File: src/rtl/irq_pkg.sv
// Package irq_pkg
// Shared constants and the acknowledge sequencer state type for the
// interrupt request recognition unit.
package irq_pkg;
    localparam int unsigned VEC_W = 8;
    localparam logic [VEC_W-1:0] NMI_VECTOR = VEC_W'(2);

    typedef enum logic [1:0] {
        SEQ_IDLE = 2'd0,
        SEQ_ACK1 = 2'd1,
        SEQ_ACK2 = 2'd2
    } seq_state_t;
endpackage

File: src/rtl/irq_sync.sv
// Module irq_sync
// Multi-stage flip-flop synchronizer for one asynchronous level input.
// Assumes the input may change at any time; the output is the input delayed
// by STAGES rising edges. Reset value is 0 (requests inactive).
module irq_sync #(
    parameter int STAGES = 2
) (
    input  logic clk,
    input  logic rst_n,
    input  logic async_in,
    output logic sync_out
);
    logic [STAGES-1:0] chain;

    // Shift the raw input through the synchronizer chain.
    always_ff @(posedge clk) begin
        if (!rst_n) begin
            chain <= '0;
        end else begin
            chain[0] <= async_in;
            for (int i = 1; i < STAGES; i++) begin
                chain[i] <= chain[i-1];
            end
        end
    end

    assign sync_out = chain[STAGES-1];
endmodule

File: src/rtl/mask_qualifier.sv
// Module mask_qualifier
// Level qualification of the synchronized maskable request: the request
// counts as ready only after it was seen high on QUAL consecutive edges.
// Assumes the input is already synchronous to clk.
module mask_qualifier #(
    parameter int QUAL = 2
) (
    input  logic clk,
    input  logic rst_n,
    input  logic lvl_in,
    output logic ready
);
    logic [QUAL-1:0] hist;

    // One history flop per required sample; stage 0 takes the new sample.
    for (genvar g = 0; g < QUAL; g++) begin : g_hist
        if (g == 0) begin : g_first
            // Capture the newest synchronized sample.
            always_ff @(posedge clk) begin
                if (!rst_n) hist[0] <= 1'b0;
                else        hist[0] <= lvl_in;
            end
        end else begin : g_next
            // Age the previous sample by one edge.
            always_ff @(posedge clk) begin
                if (!rst_n) hist[g] <= 1'b0;
                else        hist[g] <= hist[g-1];
            end
        end
    end

    assign ready = &hist;

    AST_READY_NEEDS_LEVEL: assert property (@(posedge clk) disable iff (!rst_n)
        $rose(ready) |-> $past(lvl_in));
endmodule

File: src/rtl/nmi_qualifier.sv
// Module nmi_qualifier
// Edge qualification of the synchronized non-maskable request. A rise is
// accepted only after at least LOW_MIN low samples, and it sets the pending
// latch once the line has also given HIGH_MIN high samples. The latch is
// cleared by accept. Each qualified low period arms exactly one recognition.
// Assumes the input is already synchronous to clk and LOW_MIN, HIGH_MIN >= 1.
module nmi_qualifier #(
    parameter int LOW_MIN  = 4,
    parameter int HIGH_MIN = 4
) (
    input  logic clk,
    input  logic rst_n,
    input  logic lvl_in,
    input  logic accept,
    output logic pending
);
    localparam int MAXC = (LOW_MIN > HIGH_MIN) ? LOW_MIN : HIGH_MIN;
    localparam int CW   = $clog2(MAXC + 1);
    localparam logic [CW-1:0] LOW_SAT   = CW'(LOW_MIN);
    localparam logic [CW-1:0] LOW_ARM   = CW'(LOW_MIN - 1);
    localparam logic [CW-1:0] HIGH_SAT  = CW'(HIGH_MIN);
    localparam logic [CW-1:0] HIGH_FIRE = CW'(HIGH_MIN - 1);

    logic [CW-1:0] low_cnt;
    logic [CW-1:0] high_cnt;
    logic          armed;
    logic          fire;

    assign fire = lvl_in && armed && (high_cnt == HIGH_FIRE);

    // Count consecutive low and high samples, saturating at their limits.
    always_ff @(posedge clk) begin
        if (!rst_n) begin
            low_cnt  <= '0;
            high_cnt <= '0;
        end else if (lvl_in) begin
            low_cnt <= '0;
            if (high_cnt < HIGH_SAT) high_cnt <= high_cnt + 1'b1;
        end else begin
            high_cnt <= '0;
            if (low_cnt < LOW_SAT) low_cnt <= low_cnt + 1'b1;
        end
    end

    // Arm on a long enough low period; consume the arm on recognition.
    always_ff @(posedge clk) begin
        if (!rst_n) begin
            armed <= 1'b0;
        end else if (!lvl_in) begin
            armed <= (low_cnt >= LOW_ARM);
        end else if (fire) begin
            armed <= 1'b0;
        end
    end

    // Pending latch: set on recognition, cleared when the core takes it.
    always_ff @(posedge clk) begin
        if (!rst_n)      pending <= 1'b0;
        else if (fire)   pending <= 1'b1;
        else if (accept) pending <= 1'b0;
    end

    AST_NMI_SET_WHILE_HIGH: assert property (@(posedge clk) disable iff (!rst_n)
        $rose(pending) |-> $past(lvl_in));
    AST_NMI_CLEAR_ON_ACCEPT: assert property (@(posedge clk) disable iff (!rst_n)
        $fell(pending) |-> $past(accept));
    AST_NMI_ARM_NEEDS_LOW: assert property (@(posedge clk) disable iff (!rst_n)
        $rose(armed) |-> $past(!lvl_in));
endmodule

File: src/rtl/ack_sequencer.sv
// Module ack_sequencer
// Decides at each instruction boundary which interrupt is taken. A pending
// non-maskable request wins and is reported at once with the fixed vector.
// Otherwise an enabled maskable request runs two acknowledge bus cycles, and
// the vector is captured from the data of the second one. Boundaries that
// arrive during an acknowledge sequence are ignored.
// Assumes ack_done is asserted only while ack_req is high.
module ack_sequencer
    import irq_pkg::*;
#(
    parameter int VW = 8,
    parameter logic [VW-1:0] FIXED_VEC = VW'(2)
) (
    input  logic          clk,
    input  logic          rst_n,
    input  logic          insn_end,
    input  logic          nmi_pend,
    input  logic          irq_ok,
    input  logic          ack_done,
    input  logic [VW-1:0] ack_data,
    output logic          nmi_accept,
    output logic          ack_req,
    output logic          ack_second,
    output logic          take_valid,
    output logic          take_is_nmi,
    output logic [VW-1:0] take_vector
);
    seq_state_t state;
    logic       idle;
    logic       start_mask;
    logic       finish_mask;

    assign idle        = (state == SEQ_IDLE);
    assign nmi_accept  = idle && insn_end && nmi_pend;
    assign start_mask  = idle && insn_end && !nmi_pend && irq_ok;
    assign finish_mask = (state == SEQ_ACK2) && ack_done;
    assign ack_req     = !idle;
    assign ack_second  = (state == SEQ_ACK2);

    // Step through idle, first and second acknowledge cycles.
    always_ff @(posedge clk) begin
        if (!rst_n) begin
            state <= SEQ_IDLE;
        end else begin
            unique case (state)
                SEQ_IDLE: if (start_mask) state <= SEQ_ACK1;
                SEQ_ACK1: if (ack_done)   state <= SEQ_ACK2;
                SEQ_ACK2: if (ack_done)   state <= SEQ_IDLE;
                default:                  state <= SEQ_IDLE;
            endcase
        end
    end

    // Present a one-cycle take pulse with the vector and its source.
    always_ff @(posedge clk) begin
        if (!rst_n) begin
            take_valid  <= 1'b0;
            take_is_nmi <= 1'b0;
            take_vector <= '0;
        end else if (nmi_accept) begin
            take_valid  <= 1'b1;
            take_is_nmi <= 1'b1;
            take_vector <= FIXED_VEC;
        end else if (finish_mask) begin
            take_valid  <= 1'b1;
            take_is_nmi <= 1'b0;
            take_vector <= ack_data;
        end else begin
            take_valid  <= 1'b0;
        end
    end

    AST_ACK_NEEDS_ENABLE: assert property (@(posedge clk) disable iff (!rst_n)
        $rose(ack_req) |-> $past(irq_ok));
    AST_ACK_NMI_FIRST: assert property (@(posedge clk) disable iff (!rst_n)
        $rose(ack_req) |-> $past(!nmi_pend));
    AST_MASK_TAKE_AFTER_SECOND: assert property (@(posedge clk) disable iff (!rst_n)
        (take_valid && !take_is_nmi) |-> $past(ack_second && ack_done));
    AST_NMI_TAKE_NO_BUS: assert property (@(posedge clk) disable iff (!rst_n)
        (take_valid && take_is_nmi) |-> (!ack_req && $past(!ack_req)));
    AST_SECOND_FOLLOWS_FIRST: assert property (@(posedge clk) disable iff (!rst_n)
        $rose(ack_second) |-> $past(ack_req && ack_done));
endmodule

File: src/rtl/irq_recognizer.sv
// Module irq_recognizer
// Top of the interrupt request recognition unit. Synchronizes both request
// lines, qualifies the maskable level and the non-maskable edge, and hands
// both to the acknowledge sequencer that serves instruction boundaries.
// Assumes insn_end is a one-cycle strobe and ack_done is given only while
// ack_req is high.
module irq_recognizer
    import irq_pkg::*;
#(
    parameter int SYNC_STAGES  = 2,
    parameter int MASK_QUAL    = 2,
    parameter int NMI_LOW_MIN  = 4,
    parameter int NMI_HIGH_MIN = 4
) (
    input  logic             clk,
    input  logic             rst_n,
    input  logic             mreq_in,
    input  logic             nmi_in,
    input  logic             ien,
    input  logic             insn_end,
    input  logic             ack_done,
    input  logic [VEC_W-1:0] ack_data,
    output logic             irq_pending,
    output logic             nmi_pending,
    output logic             ack_req,
    output logic             ack_second,
    output logic             take_valid,
    output logic             take_is_nmi,
    output logic [VEC_W-1:0] take_vector
);
    logic mreq_sync;
    logic nmi_sync;
    logic mask_ready;
    logic nmi_accept;

    irq_sync #(.STAGES(SYNC_STAGES)) i_sync_mask (
        .clk      (clk),
        .rst_n    (rst_n),
        .async_in (mreq_in),
        .sync_out (mreq_sync)
    );

    irq_sync #(.STAGES(SYNC_STAGES)) i_sync_nmi (
        .clk      (clk),
        .rst_n    (rst_n),
        .async_in (nmi_in),
        .sync_out (nmi_sync)
    );

    mask_qualifier #(.QUAL(MASK_QUAL)) i_mask_qual (
        .clk    (clk),
        .rst_n  (rst_n),
        .lvl_in (mreq_sync),
        .ready  (mask_ready)
    );

    nmi_qualifier #(
        .LOW_MIN  (NMI_LOW_MIN),
        .HIGH_MIN (NMI_HIGH_MIN)
    ) i_nmi_qual (
        .clk     (clk),
        .rst_n   (rst_n),
        .lvl_in  (nmi_sync),
        .accept  (nmi_accept),
        .pending (nmi_pending)
    );

    assign irq_pending = mask_ready && ien;

    ack_sequencer #(
        .VW        (VEC_W),
        .FIXED_VEC (NMI_VECTOR)
    ) i_ack_seq (
        .clk         (clk),
        .rst_n       (rst_n),
        .insn_end    (insn_end),
        .nmi_pend    (nmi_pending),
        .irq_ok      (irq_pending),
        .ack_done    (ack_done),
        .ack_data    (ack_data),
        .nmi_accept  (nmi_accept),
        .ack_req     (ack_req),
        .ack_second  (ack_second),
        .take_valid  (take_valid),
        .take_is_nmi (take_is_nmi),
        .take_vector (take_vector)
    );

    AST_PENDING_NEEDS_ENABLE: assert property (@(posedge clk) disable iff (!rst_n)
        irq_pending |-> ien);
endmodule

File: config.mk
export PLATFORM = sky130hd
export DESIGN_NAME = irq_recognizer
export DESIGN_NICKNAME = d
export VERILOG_FILES = /design/src/rtl/irq_pkg.sv /design/src/rtl/irq_sync.sv /design/src/rtl/mask_qualifier.sv /design/src/rtl/nmi_qualifier.sv /design/src/rtl/ack_sequencer.sv /design/src/rtl/irq_recognizer.sv
export SDC_FILE = /design/constraint.sdc
export NUM_CORES = 1
export LEC_CHECK = 0
export ABC_AREA = 1
export CAP_MARGIN = 20
export CORE_ASPECT_RATIO = 1.75
export CORE_MARGIN = 2
export CORE_UTILIZATION = 25
export DETAILED_ROUTE_END_ITERATION = 8
export SETUP_SLACK_MARGIN = 0.5
export SYNTH_ARGS = -nofsm -noshare
export SYNTH_HDL_FRONTEND = slang
export SYNTH_SLANG_ARGS = --single-unit
export TNS_END_PERCENT = 5
File: constraint.sdc
create_clock -name clk -period 1.85 [get_ports clk]
set_clock_uncertainty 0.2 [all_clocks]
set_input_delay 0.185 -clock clk [delete_from_list [all_inputs] [get_ports clk]]
set_output_delay 0.185 -clock clk [all_outputs]
set_load 0.02 [all_outputs]
Yosys cells after proc, flatten, opt, wreduce, memory -nomap -nowiden
Index checks and enable logic that the tools add are counted.
{"block": "word_totals", "n_memories": 0, "word_cells": 58, "mem_bits_ro": 0, "input_bits": 15, "latchBits": 0, "ramBits": 0, "ff_bits": 26, "output_inout_bits": 14}
{"block": "op_classes", "addsub": 2, "multipliers": 0, "eq_ne": 7, "n_div": 0, "bitwise_logic": 1, "shifts": 0, "mux": 14, "reduce_logical": 18, "magnitude_cmp": 3}
{"op": "$mux 2", "n": 5}
{"op": "$logic_and 1x1->1", "n": 8}
{"op": "$mux 1", "n": 8}
{"op": "$add 3x1->3 const B", "n": 2}
{"op": "$lt 3x3->1 const B", "n": 2}
{"op": "$ne 2x2->1 const B", "n": 3}
{"op": "$pmux 2 s3", "n": 1}
{"op": "$reduce_and 2->1", "n": 2}
{"op": "$reduce_bool 2->1", "n": 2}
{"op": "$reduce_or 2->1", "n": 2}
{"op": "$eq 3x2->1 const B", "n": 1}
{"op": "$ge 3x2->1 const B", "n": 1}
{"op": "$reduce_and 3->1", "n": 1}
{"op": "$eq 2x1->1 const B", "n": 1}
{"op": "$eq 2x2->1 const B", "n": 1}
{"op": "$logic_not 1->1", "n": 2}
{"op": "$logic_not 2->1", "n": 1}
{"op": "$ne 2x1->1 const B", "n": 1}
{"op": "$not 1->1", "n": 1}

Depth between registers and ports, before layout
Gate-level depths: netlist of the first run.
{"block": "depth", "ltp_word": 6, "mapped_depth": 6}

Modules after synthesis
From an unflattened synthesis of the first run, not the netlist that was laid out.
{"block": "hier_totals", "cells_unflattened": 128, "area_unflattened_um2": 1009.7}
{"mod": "ack_sequencer", "cells_per_inst": 60, "area_each_um2": 478.0, "instances": 1, "seq_area_each_um2": 240.2}
{"mod": "nmi_qualifier", "cells_per_inst": 46, "area_each_um2": 351.6, "instances": 1, "seq_area_each_um2": 160.2}
{"mod": "irq_sync", "cells_per_inst": 6, "area_each_um2": 55.1, "instances": 2, "seq_area_each_um2": 40.0}
{"mod": "mask_qualifier", "cells_per_inst": 8, "area_each_um2": 62.6, "instances": 1, "seq_area_each_um2": 40.0}
{"mod": "irq_recognizer", "cells_per_inst": 2, "area_each_um2": 7.5, "instances": 1, "seq_area_each_um2": 0.0}

Worst setup path before layout of the first run
No wires, ideal clock.
{"block": "synth_timing", "path_type": "register to register", "from": "register i_nmi_qual.low_cnt[0]", "to": "register i_nmi_qual.armed", "n_path_buf": 0, "stages_incl_launch_ff": 7, "arrival_ns": 0.867, "path_slack_ns": 0.666, "path_cell_list": "dfxtp_1 -> ha_1 -> ha_1 -> nor2_1 -> nand2_1 -> inv_1 -> o21ai_1"}
{"block": "synth_between", "elab_chain_cells": 2}
{"element": "from (decl)", "line_no": "nmi_qualifier.sv:24", "source": "logic [CW-1:0] low_cnt;"}
{"element": "from (signal assigned)", "line_no": "nmi_qualifier.sv:41", "source": "if (low_cnt < LOW_SAT) low_cnt <= low_cnt + 1'b1;"}
{"element": "$ge 3x2->1", "line_no": "nmi_qualifier.sv:50", "source": "armed <= (low_cnt >= LOW_ARM);"}
{"element": "$mux 1", "line_no": "nmi_qualifier.sv:49", "source": "end else if (!lvl_in) begin"}
{"element": "to (signal assigned)", "line_no": "nmi_qualifier.sv:50"}
{"element": "to (decl)", "line_no": "nmi_qualifier.sv:26", "source": "logic armed;"}
No other way between the ends.
A chain may end at the register's enable or synchronous reset.

Worst setup path in the final report of the first run
{"block": "layout_timing", "from": "register i_ack_seq.take_vector[6]", "to": "output port take_vector[6]"}
{"element": "from (decl)", "line_no": "ack_sequencer.sv:26", "source": "output logic [VW-1:0] take_vector"}
{"element": "from (signal assigned)", "line_no": "ack_sequencer.sv:67", "source": "take_vector <= ack_data;"}
{"element": "to (decl)", "line_no": "irq_recognizer.sv:29", "source": "output logic [VEC_W-1:0] take_vector"}
No word-level cell between the ends.

==> results.md, run 1 <==
| Parameter | This run |
|:---|:---|
| Number of instances in the synthesized netlist | 120 |
| Clock-pin slew on the worst setup and hold paths | 80 ps |
| Ratio of cells with drive above 1 in the final layout | 11.76% |
| Min Hold Slack | 214.5 ps |
| Required time reported for the critical path endpoint | 1460 ps |
| Largest net degree at the start of global routing | 14 |
| Vertical extent of the die | 87.34 um |
| CTS Root Cell | sky130_fd_sc_hd__clkbuf_8 |
| H-tree depth | 1 |
| Post-detailed-route via-to-cell ratio | 4.303 |
| Netlist area before placement | 992.2 um2 |
| Switching component of the power | 243.4 uW |
| Clock power frac | 28.5% |
| Top library cells by usage in the layout, fill and taps aside | sky130_fd_sc_hd__nand2_1 (27), sky130_fd_sc_hd__dfxtp_1 (24), sky130_fd_sc_hd__clkdlybuf4s50_1 (21) |
| Clock sink count | 26 |
| Number of nets in the finished design | 174 |
| Number of failing hold endpoints at the final stage | 0 |
| Initial core utilization | 25.92% |
| Kind of start point of the critical path | flip-flop |
| Final period util | 85.82% |
| Fraction of power spent switching nets | 23.15% |
| Internal Pwr Total | 807.8 uW |
| PD cells | 754.1 mW/mm2 |
| All-Layer GR Usage | 10.10% |
| Count of non-filler cells in the finished layout | 201 |
| Count of unique library cells instantiated by Yosys | 18 |
| Critical path class | flip-flop to output pin |
| Filler instances | 434 |
| Via count of the first global-routing pass | 794 |
| Hold-critical path depth | 2 |
| Max-capacitance violation count | 0 |
| Setup TNS | 0 ps |
| Run status | complete, no violations |
| Number of antenna-violating nets in the routed design | 0 |
| Final Max Slew Viols | 0 |
| Sink of the worst hold path | i_sync_nmi.chain[1] |
| Area growth from synthesis to layout | 40.48% |
| Total vias in the final route | 865 |
| Number of buffers and inverters on the critical path | 1 |
| Biggest fanout along the worst timing path | 2 |
| Beginning of the worst register-to-register path | i_nmi_qual.low_cnt[0] |
| Total inserted antenna cells | 0 |
| Die outline width | 51.62 um |
| Utilization after layout | 36.41% |
| Total CTS buffers | 3 |
| Worst-Margin Slew | 231.6 ps |
| Longest Clk Path Bufs | 2 |
| TritonCTS clock tree | built |
| Worst skew pair latency | 260 ps |
| Row count | 30 |
| Max transition margin | 84.54% |
| Sequential share of power | 59.2% |
| Final setup vio count | 0 |
| Setup slack, reg-to-reg | 600 ps |
| Number of instances in the placed design | 198 |
| Final Critical Period | 1588 ps |
| Antenna violations before repair | 0 |
| DRC viols | 0 |
| Crit path capture type | output pin |
| Register area share after synthesis | 52.46% |
| Port buffer count | 28 |
| HPWL after DPL | 1598 um |
| Most common library cell in the layout ignoring fill and taps | sky130_fd_sc_hd__nand2_1 |
| First-pass iteration count of the detailed router | 3 |
| RSZ-0062 raised after global routing | yes |
| Largest incremental delay on the critical path | 610 ps |
| Number of setup buffers added after CTS | 0 |
| Drt first-iter violations | 7 |
| Wire length of the first global-routing pass | 3443 um |
| Critical Path, Cell by Cell | clkdlybuf4s50_1 |
| Destination of the worst register-to-register timing path | i_nmi_qual.armed |
| Depth of the most critical reg-to-reg path | 6 |
| Combinational share of power | 12.3% |
| Total die area | 0.004508 mm2 |
| Number of nets produced by synthesis | 139 |
| Number of register bits inferred by synthesis | 26 |
| Average wire length per cell after detail routing | 9.831 um |
| Worst hold start | i_sync_nmi.chain[0] |
| Total detailed-routing wirelength | 1976 um |
| Global route total overflow | 0 |
| Worst hold path class | flip-flop to flip-flop |
| IR drop worst, VDD | 404.7 uV |
| Post-synthesis area per instance | 8.268 um2 |
| Achievable Freq | 629.8 MHz |
| Number of ports placed on the die boundary | 29 |
| Synth Warn # | 0 |
| Area inside the core boundary | 0.003829 mm2 |
| Kind of cell with the highest combined delay on the critical path | buffers and inverters |
| Final weighted congestion in routability-driven placement | 0.6951 |
| Static Leak | 0.6385 nW |
| Arrival time at the worst endpoint | 1200 ps |
| Standard cell with the maximum stage delay on the critical path | sky130_fd_sc_hd__clkdlybuf4s50_1 |
worst max-delay path by stage:
stage | start | to | slack [ps] | cells after the start
after floorplan | i_nmi_qual.low_cnt[0] | i_nmi_qual.armed | 670 | 6
after global placement | ien | irq_pending | 50 | 4
after detailed placement | ien | irq_pending | 30 | 4
after CTS | i_ack_seq.state[0] | ack_req | 240 | 3
after global routing | i_ack_seq.take_vector[6] | take_vector[6] | 200 | 1
final | i_ack_seq.take_vector[6] | take_vector[6] | 260 | 1
synth_stat cells (all sizes together):
master	count	area (um2)
xor2	2	17.52
buf	2	12.51
nand3	14	80.08
a21oi	16	80.08
o21ai	1	5.000
inv	17	63.81
dfxtp	26	520.5
ha	4	50.05
nor2	7	36.29
or2	1	6.260
nand2	28	107.6
nand4	2	12.51
per-stage QoR:
stage          instance area (um2)  setup WS, ps  power (mW)
3_5_place_dp                  1350         27.92      0.7666
3_3_place_gp                  1350         54.35      0.7518
5_1_grt                       1394         201.8       1.123
2_1_floorplan                992.2         665.5      0.7079
6_report                      1394         262.3       1.051
4_1_cts                       1385         240.0       1.077
area by class of cell:
class / instances / area (um2) / area share (%)
clock buffer: 3 / 41.29 / 2.962
inverter: 17 / 63.81 / 4.578
multi-input combinational: 75 / 400.4 / 28.73
sequential: 26 / 523.0 / 37.52
tap: 48 / 60.06 / 4.309
timing repair buffer: 32 / 305.3 / 21.90
layer usage:
| layer | routed length, um | GRT usage [%] | part of all wire (%) | up-vias |
|---|---|---|---|---|
| met5 | 0 | 0 | 0 | - |
| met2 | 1014 | 17.37 | 51 | 28 |
| li1 | - | - | - | 449 |
| met3 | 165 | 2.234 | 8.4 | 5 |
| met4 | 55 | 6.459 | 2.8 | 0 |
| met1 | 741 | 10.79 | 38 | 383 |
kinds of logic (layout without fill, tap and decap cells):
group | Yosys count | after routing | share of synthesized area, %
fa+ha+maj | 4 | 4 | 5.044
simple gates | 52 | 52 | 24.47
buf+inv | 19 | 52 | 7.692
compound gates | 17 | 17 | 8.575
xor+xnor | 2 | 2 | 1.766
flops | 26 | 26 | 52.46
repair_timing:
item,4_1_cts,5_1_grt
hold buffers,0,0
setup endpoints to repair,14,14
gates resized for setup,7,3
power groups by stage:
stage	registers [mW]	logic [mW]	clock network, mW
2_1_floorplan	0.629	0.0791	0
3_3_place_gp	0.631	0.121	0
3_5_place_dp	0.636	0.130	0
4_1_cts	0.623	0.132	0.323
5_1_grt	0.627	0.148	0.347
6_report	0.622	0.129	0.300
registers in the layout, indices dropped and copies added, names as in the netlist:
register / count
i_sync_nmi.chain: 2
i_nmi_qual.high_cnt: 3
i_nmi_qual.pending: 1
i_ack_seq.take_vector: 8
i_ack_seq.take_is_nmi: 1
i_mask_qual.hist: 2
i_nmi_qual.low_cnt: 3
i_nmi_qual.armed: 1
i_sync_mask.chain: 2
i_ack_seq.take_valid: 1
i_ack_seq.state: 2
worst min-delay path, stage by stage (launching register included):
cell and delay (ps):
sky130_fd_sc_hd__dfxtp_1 310, sky130_fd_sc_hd__nand2_1 40, sky130_fd_sc_hd__inv_1 40
Power figures use the tool's default switching activity.
==> inputs of run 2 (changes only) <==
--- a/config.mk
+++ b/config.mk
@@ -13,2 +13,3 @@
 export DETAILED_ROUTE_END_ITERATION = 8
+export PLACE_DENSITY = 0.55
 export SETUP_SLACK_MARGIN = 0.5
--- a/constraint.sdc
+++ b/constraint.sdc
@@ -4,2 +4,2 @@
 set_output_delay 0.185 -clock clk [all_outputs]
-set_load 0.02 [all_outputs]
+set_load 0.01 [all_outputs]
==> run 2 against run 1 <==
Critical path depth stayed put. Die area stayed put. Combinational power hardly changed. Maximum frequency is 3.6% higher. Hold slack hardly changed. Register-to-register slack hardly changed. Worst setup slack better by 56 ps. Sequential share of layout area is 0.27 points lower. Largest cell class unchanged.
==> results.md, run 2 (synthesis gave the netlist of run 1 again) <==
| Parameter | This run |
|:---|:---|
| Run status | complete, no violations |
| Global route total overflow | 0 |
| Number of failing hold endpoints at the final stage | 0 |
| Total vias in the final route | 861 |
| Wire length of the first global-routing pass | 3222 um |
| Largest incremental delay on the critical path | 550 ps |
| Area inside the core boundary | 0.003829 mm2 |
| Kind of cell with the highest combined delay on the critical path | buffers and inverters |
| Required time reported for the critical path endpoint | 1460 ps |
| Total die area | 0.004508 mm2 |
| Final period util | 82.81% |
| Average wire length per cell after detail routing | 9.955 um |
| Final Critical Period | 1532 ps |
| Clock-pin slew on the worst setup and hold paths | 80 ps |
| Antenna violations before repair | 0 |
| Drt first-iter violations | 9 |
| Worst hold path class | flip-flop to flip-flop |
| Layout Cell Area excl Fill | 0.001414 mm2 |
| Worst skew pair latency | 260 ps |
| Achievable Freq | 652.8 MHz |
| Reg with most FFs | i_ack_seq.take_vector |
| Number of flip-flops under the largest register name | 8 |
| Pre-CTS setup slack | 94.47 ps |
| HPWL after DPL | 1676 um |
| Number of ports placed on the die boundary | 29 |
| Final setup vio count | 0 |
| Initial core utilization | 25.92% |
| Min setup slack post-route | 318.1 ps |
| Kind of start point of the critical path | flip-flop |
| Max-capacitance violation count | 0 |
| Critical path class | flip-flop to output pin |
| Area growth from synthesis to layout | 42.50% |
| Filler instances | 418 |
| Number of nets in the finished design | 174 |
| Min Hold Slack | 214.3 ps |
| Standard cell with the maximum stage delay on the critical path | sky130_fd_sc_hd__clkdlybuf4s50_1 |
| Longest Clk Path Bufs | 2 |
| Die outline width | 51.62 um |
| Most common library cell in the layout ignoring fill and taps | sky130_fd_sc_hd__nand2_1 |
| Setup slack, reg-to-reg | 590 ps |
| RSZ-0062 raised after global routing | yes |
| Clock sink count | 26 |
| Max transition margin | 86.25% |
| Number of antenna-violating nets in the routed design | 0 |
| Number of buffers and inverters on the critical path | 1 |
| TritonCTS clock tree | built |
| Setup TNS | 0 ps |
| Critical Path, Cell by Cell | clkdlybuf4s50_1 |
| Biggest fanout along the worst timing path | 2 |
| Top library cells by usage in the layout, fill and taps aside | sky130_fd_sc_hd__nand2_1 (27), sky130_fd_sc_hd__dfxtp_1 (23), sky130_fd_sc_hd__clkdlybuf4s50_1 (23) |
| Number of buffers inserted by hold repair at cts | 0 |
| Via count of the first global-routing pass | 792 |
| Final Power | 1.093 mW |
| Total inserted antenna cells | 0 |
| All-Layer GR Usage | 9.252% |
| Final Max Slew Viols | 0 |
| IR drop worst, VDD | 385.9 uV |
| First-pass iteration count of the detailed router | 4 |
| Worst-Margin Slew | 206.0 ps |
| Top flop regs | i_ack_seq.take_vector (8), i_nmi_qual.high_cnt (3), i_nmi_qual.low_cnt (3) |
| Vertical extent of the die | 87.34 um |
| Static Leak | 0.6367 nW |
| Row count | 30 |
| DRC viols | 0 |
| Cell area after placement | 0.001350 mm2 |
| Port buffer count | 28 |
| Ratio of cells with drive above 1 in the final layout | 12.99% |
| PD cells | 773.4 mW/mm2 |
| Largest net degree at the start of global routing | 15 |
| Total detailed-routing wirelength | 2011 um |
| H-tree depth | 1 |
| Arrival time at the worst endpoint | 1150 ps |
| Crit path capture type | output pin |
| Final weighted congestion in routability-driven placement | 0.7181 |
| CTS Root Cell | sky130_fd_sc_hd__clkbuf_8 |
| Post-detailed-route via-to-cell ratio | 4.262 |
| Total CTS buffers | 3 |
## run 2: changes by cell type in the layout (fill, tap and decap cells not counted)
| cell | change |
|---|---|
| sky130_fd_sc_hd__clkdlybuf4s50_1 | +2 |
| sky130_fd_sc_hd__dfxtp_1 | -1 |
| sky130_fd_sc_hd__dlygate4sd2_1 | -2 |
| sky130_fd_sc_hd__clkbuf_8 | +1 |
| sky130_fd_sc_hd__dfxtp_4 | +1 |
## run 2: per-stage QoR
stage                     instances  util (%)
after detailed placement        198     35.26
final                           202     36.93
after global placement          198     35.26
after floorplan                 120         -
after CTS                       202     36.86
after global routing            202     36.93
## run 2: path summary, 6_finish.rpt
check                           start                   to  cells after the start
max          i_ack_seq.take_vector[7]       take_vector[7]                      1
min               i_sync_nmi.chain[0]  i_sync_nmi.chain[1]                      2
max reg2reg     i_nmi_qual.low_cnt[0]     i_nmi_qual.armed                      6
min reg2reg       i_sync_nmi.chain[0]  i_sync_nmi.chain[1]                      2
## run 2: tightest hold or removal path, delay by kind of cell, from the launching register on
kind / cells / cell delay (ps)
buffers and inverters: 1 / 40
DFF: 1 / 310
and+or+nand+nor: 1 / 40
## run 2: what timing repair did
| item | 4_1_cts | 5_1_grt |
|---|---|---|
| setup endpoints to repair | 14 | 13 |
| gates resized for setup | 9 | 1 |
| setup buffers | 0 | 0 |
| gates cloned | 0 | 0 |
## run 2: layout make-up
class	count	area (um2)	share of cell area, %
clock buffer	4	55.05	3.894
inverter	17	63.81	4.513
multi-input combinational	75	400.4	28.32
sequential	26	526.8	37.26
tap	48	60.06	4.248
timing repair buffer	32	307.8	21.77
## run 2: where the power goes
group          internal (mW)  total [mW]  switching (mW)
Combinational         0.0669       0.128          0.0606
Sequential             0.593       0.620          0.0267
Clock                  0.189       0.346           0.157
Total                  0.849        1.09           0.244
## run 2: metal layers
layer	vias to the layer above	track usage (%)	share of wire, %
met1	377	8.413	37
li1	454	-	-
met2	28	19.11	57
met5	-	0	0
met3	2	1.890	5.8
met4	0	2.871	0.80
==> inputs of run 3 (changes only) <==
- PLACE_DENSITY: 0.55 -> 0.56
- clock period: 1.85 -> 1.4 ns (I/O delays scaled with it)
==> run 3 against run 2 <==
Routed wire length increased by 18%. Utilization increased by 4.2 points. Sequential power increased by 36%. Non-clock buffer count increased by 11. Total power increased by 33%. Highest routed layer unchanged. Largest cell class unchanged. Combinational power increased by 62%. Clock power increased by 15%. Register-to-register slack got worse by 480 ps. Die area unchanged. Critical path depth increased by 6. Hold slack got worse by 18 ps. Worst setup slack got worse by 210 ps.
==> results.md, run 3 (synthesis gave the netlist of run 1 again) <==
| Parameter | This run |
|:---|:---|
| Number of flip-flops under the largest register name | 8 |
| Initial core utilization | 25.92% |
| Number of nets in the finished design | 185 |
| Total vias in the final route | 918 |
| Cell area after placement | 0.001421 mm2 |
| Vertical extent of the die | 87.34 um |
| First-pass iteration count of the detailed router | 2 |
| Total CTS buffers | 3 |
| Count of non-filler cells in the finished layout | 212 |
| Final Critical Period | 1288 ps |
| Via count of the first global-routing pass | 1,000 |
| Longest Clk Path Bufs | 2 |
| Drt first-iter violations | 3 |
| HPWL after DPL | 1895 um |
| Layout Cell Area excl Fill | 0.001574 mm2 |
| Clock sink count | 26 |
| Max transition margin | 87.05% |
| Arrival time at the worst endpoint | 1250 ps |
| Final setup vio count | 0 |
| All-Layer GR Usage | 11.67% |
| Largest net degree at the start of global routing | 14 |
| Filler instances | 421 |
| Reg with most FFs | i_ack_seq.take_vector |
| PD cells | 922.4 mW/mm2 |
| Area inside the core boundary | 0.003829 mm2 |
| Die outline width | 51.62 um |
| Antenna violations before repair | 0 |
| Static Leak | 0.7161 nW |
| Top flop regs | i_ack_seq.take_vector (8), i_nmi_qual.high_cnt (3), i_nmi_qual.low_cnt (3) |
| Final period util | 91.97% |
| Most common library cell in the layout ignoring fill and taps | sky130_fd_sc_hd__nand2_1 |
| Number of instances in the placed design | 207 |
| Post-detailed-route via-to-cell ratio | 4.330 |
| RSZ-0062 raised after global routing | yes |
| Max-capacitance violation count | 0 |
| Top library cells by usage in the layout, fill and taps aside | sky130_fd_sc_hd__nand2_1 (21), sky130_fd_sc_hd__dfxtp_1 (18), sky130_fd_sc_hd__inv_1 (14), sky130_fd_sc_hd__clkdlybuf4s50_1 (14) |
| Worst-Margin Slew | 193.6 ps |
| Run status | complete, no violations |
| Wire length of the first global-routing pass | 3967 um |
| Required time reported for the critical path endpoint | 1360 ps |
| Row count | 30 |
| DRC viols | 0 |
| Average wire length per cell after detail routing | 11.16 um |
| CTS Root Cell | sky130_fd_sc_hd__clkbuf_8 |
| Crit path capture type | flip-flop |
| Worst hold path class | input pin to flip-flop |
| Port buffer count | 28 |
| Final weighted congestion in routability-driven placement | 0.7192 |
| TritonCTS clock tree | built |
| Ratio of cells with drive above 1 in the final layout | 32.93% |
| Total inserted antenna cells | 0 |
| Number of buffers inserted by hold repair at cts | 0 |
| Number of antenna-violating nets in the routed design | 0 |
| IR drop worst, VDD | 487.7 uV |
| Global route total overflow | 0 |
| Total die area | 0.004508 mm2 |
| Setup TNS | 0 ps |
| Clock-pin slew on the worst setup and hold paths | 80 ps |
| Achievable Freq | 776.7 MHz |
| Kind of start point of the critical path | flip-flop |
| Number of failing hold endpoints at the final stage | 0 |
| Final Max Slew Viols | 0 |
| Number of ports placed on the die boundary | 29 |
| Worst skew pair latency | 260 ps |
| Critical path class | flip-flop to flip-flop |
| Total detailed-routing wirelength | 2365 um |
| H-tree depth | 1 |
| Area growth from synthesis to layout | 58.64% |
| Biggest fanout along the worst timing path | 6 |
## run 3: cell types whose count changed in the layout (fill, tap and decap cells not counted), moves of 5 or more
| cell | delta |
|---|---|
| sky130_fd_sc_hd__nand2_1 | -6 |
| sky130_fd_sc_hd__nand2_2 | +5 |
| sky130_fd_sc_hd__buf_4 | +7 |
| sky130_fd_sc_hd__dfxtp_1 | -5 |
| sky130_fd_sc_hd__clkdlybuf4s50_1 | -9 |
| sky130_fd_sc_hd__a21oi_2 | +5 |
| sky130_fd_sc_hd__a21oi_1 | -5 |
| sky130_fd_sc_hd__dlygate4sd2_1 | +7 |
## run 3: timing repair
item | 4_1_cts | 5_1_grt
pin swaps | 4 | 4
buffers inserted | 2 | 0
endpoints found under the setup margin | 40 | 40
gates resized for setup | 45 | 14
## run 3: layer usage
metal  vias up  GRT usage [%]  wire length [um]
li1        473              -                 -
met1       412          9.236               799
met2        29          25.17              1401
met3         4          2.062               134
met4         0          5.024                29
met5         -              0                 0
## run 3: cell type report
cell class	instances	area [um2]	share of cell area (%)
inverters	17	66.31	4.213
clock buffers	3	41.29	2.623
well taps	48	60.06	3.816
multi-input cells	75	489.2	31.08
flip-flops and latches	26	538.0	34.18
repair buffers	43	379.1	24.09
## run 3: where the power goes
part / total, mW / leakage, nW / internal (mW) / switching (mW)
sequential: 0.846 / 0.216 / 0.798 / 0.0487
clock: 0.399 / 0.0216 / 0.192 / 0.207
combinational: 0.207 / 0.479 / 0.112 / 0.0946
total: 1.45 / 0.716 / 1.10 / 0.350
## run 3: critical path: stages (launching register included)
cell and delay [ps]:
sky130_fd_sc_hd__dfxtp_4 370, sky130_fd_sc_hd__buf_6 120, sky130_fd_sc_hd__buf_6 110, sky130_fd_sc_hd__inv_4 50
sky130_fd_sc_hd__nand3_4 80, sky130_fd_sc_hd__buf_6 150, sky130_fd_sc_hd__nand2_2 60, sky130_fd_sc_hd__a21oi_2 50
## run 3: stage by stage
step	util [%]	hold slack [ps]	power, mW	setup slack [ps]
after floorplan	-	37.63	0.9394	241.4
after global placement	37.12	191.8	1.002	-277.0
after detailed placement	37.12	203.2	1.024	-274.4
after CTS	39.58	187.5	1.429	113.5
after global routing	41.11	214.3	1.538	74.70
final	41.11	196.1	1.452	112.4
## run 3: final timing paths
path	from	to	slack, ps	cells past startpoint
worst max-delay path	i_ack_seq.state[0]	i_ack_seq.take_vector[5]	110	7
worst min-delay path	nmi_in	i_sync_nmi.chain[0]	200	3
worst min register to register	i_sync_mask.chain[1]	i_mask_qual.hist[0]	210	2
worst max register to register	i_ack_seq.state[0]	i_ack_seq.take_vector[5]	110	7
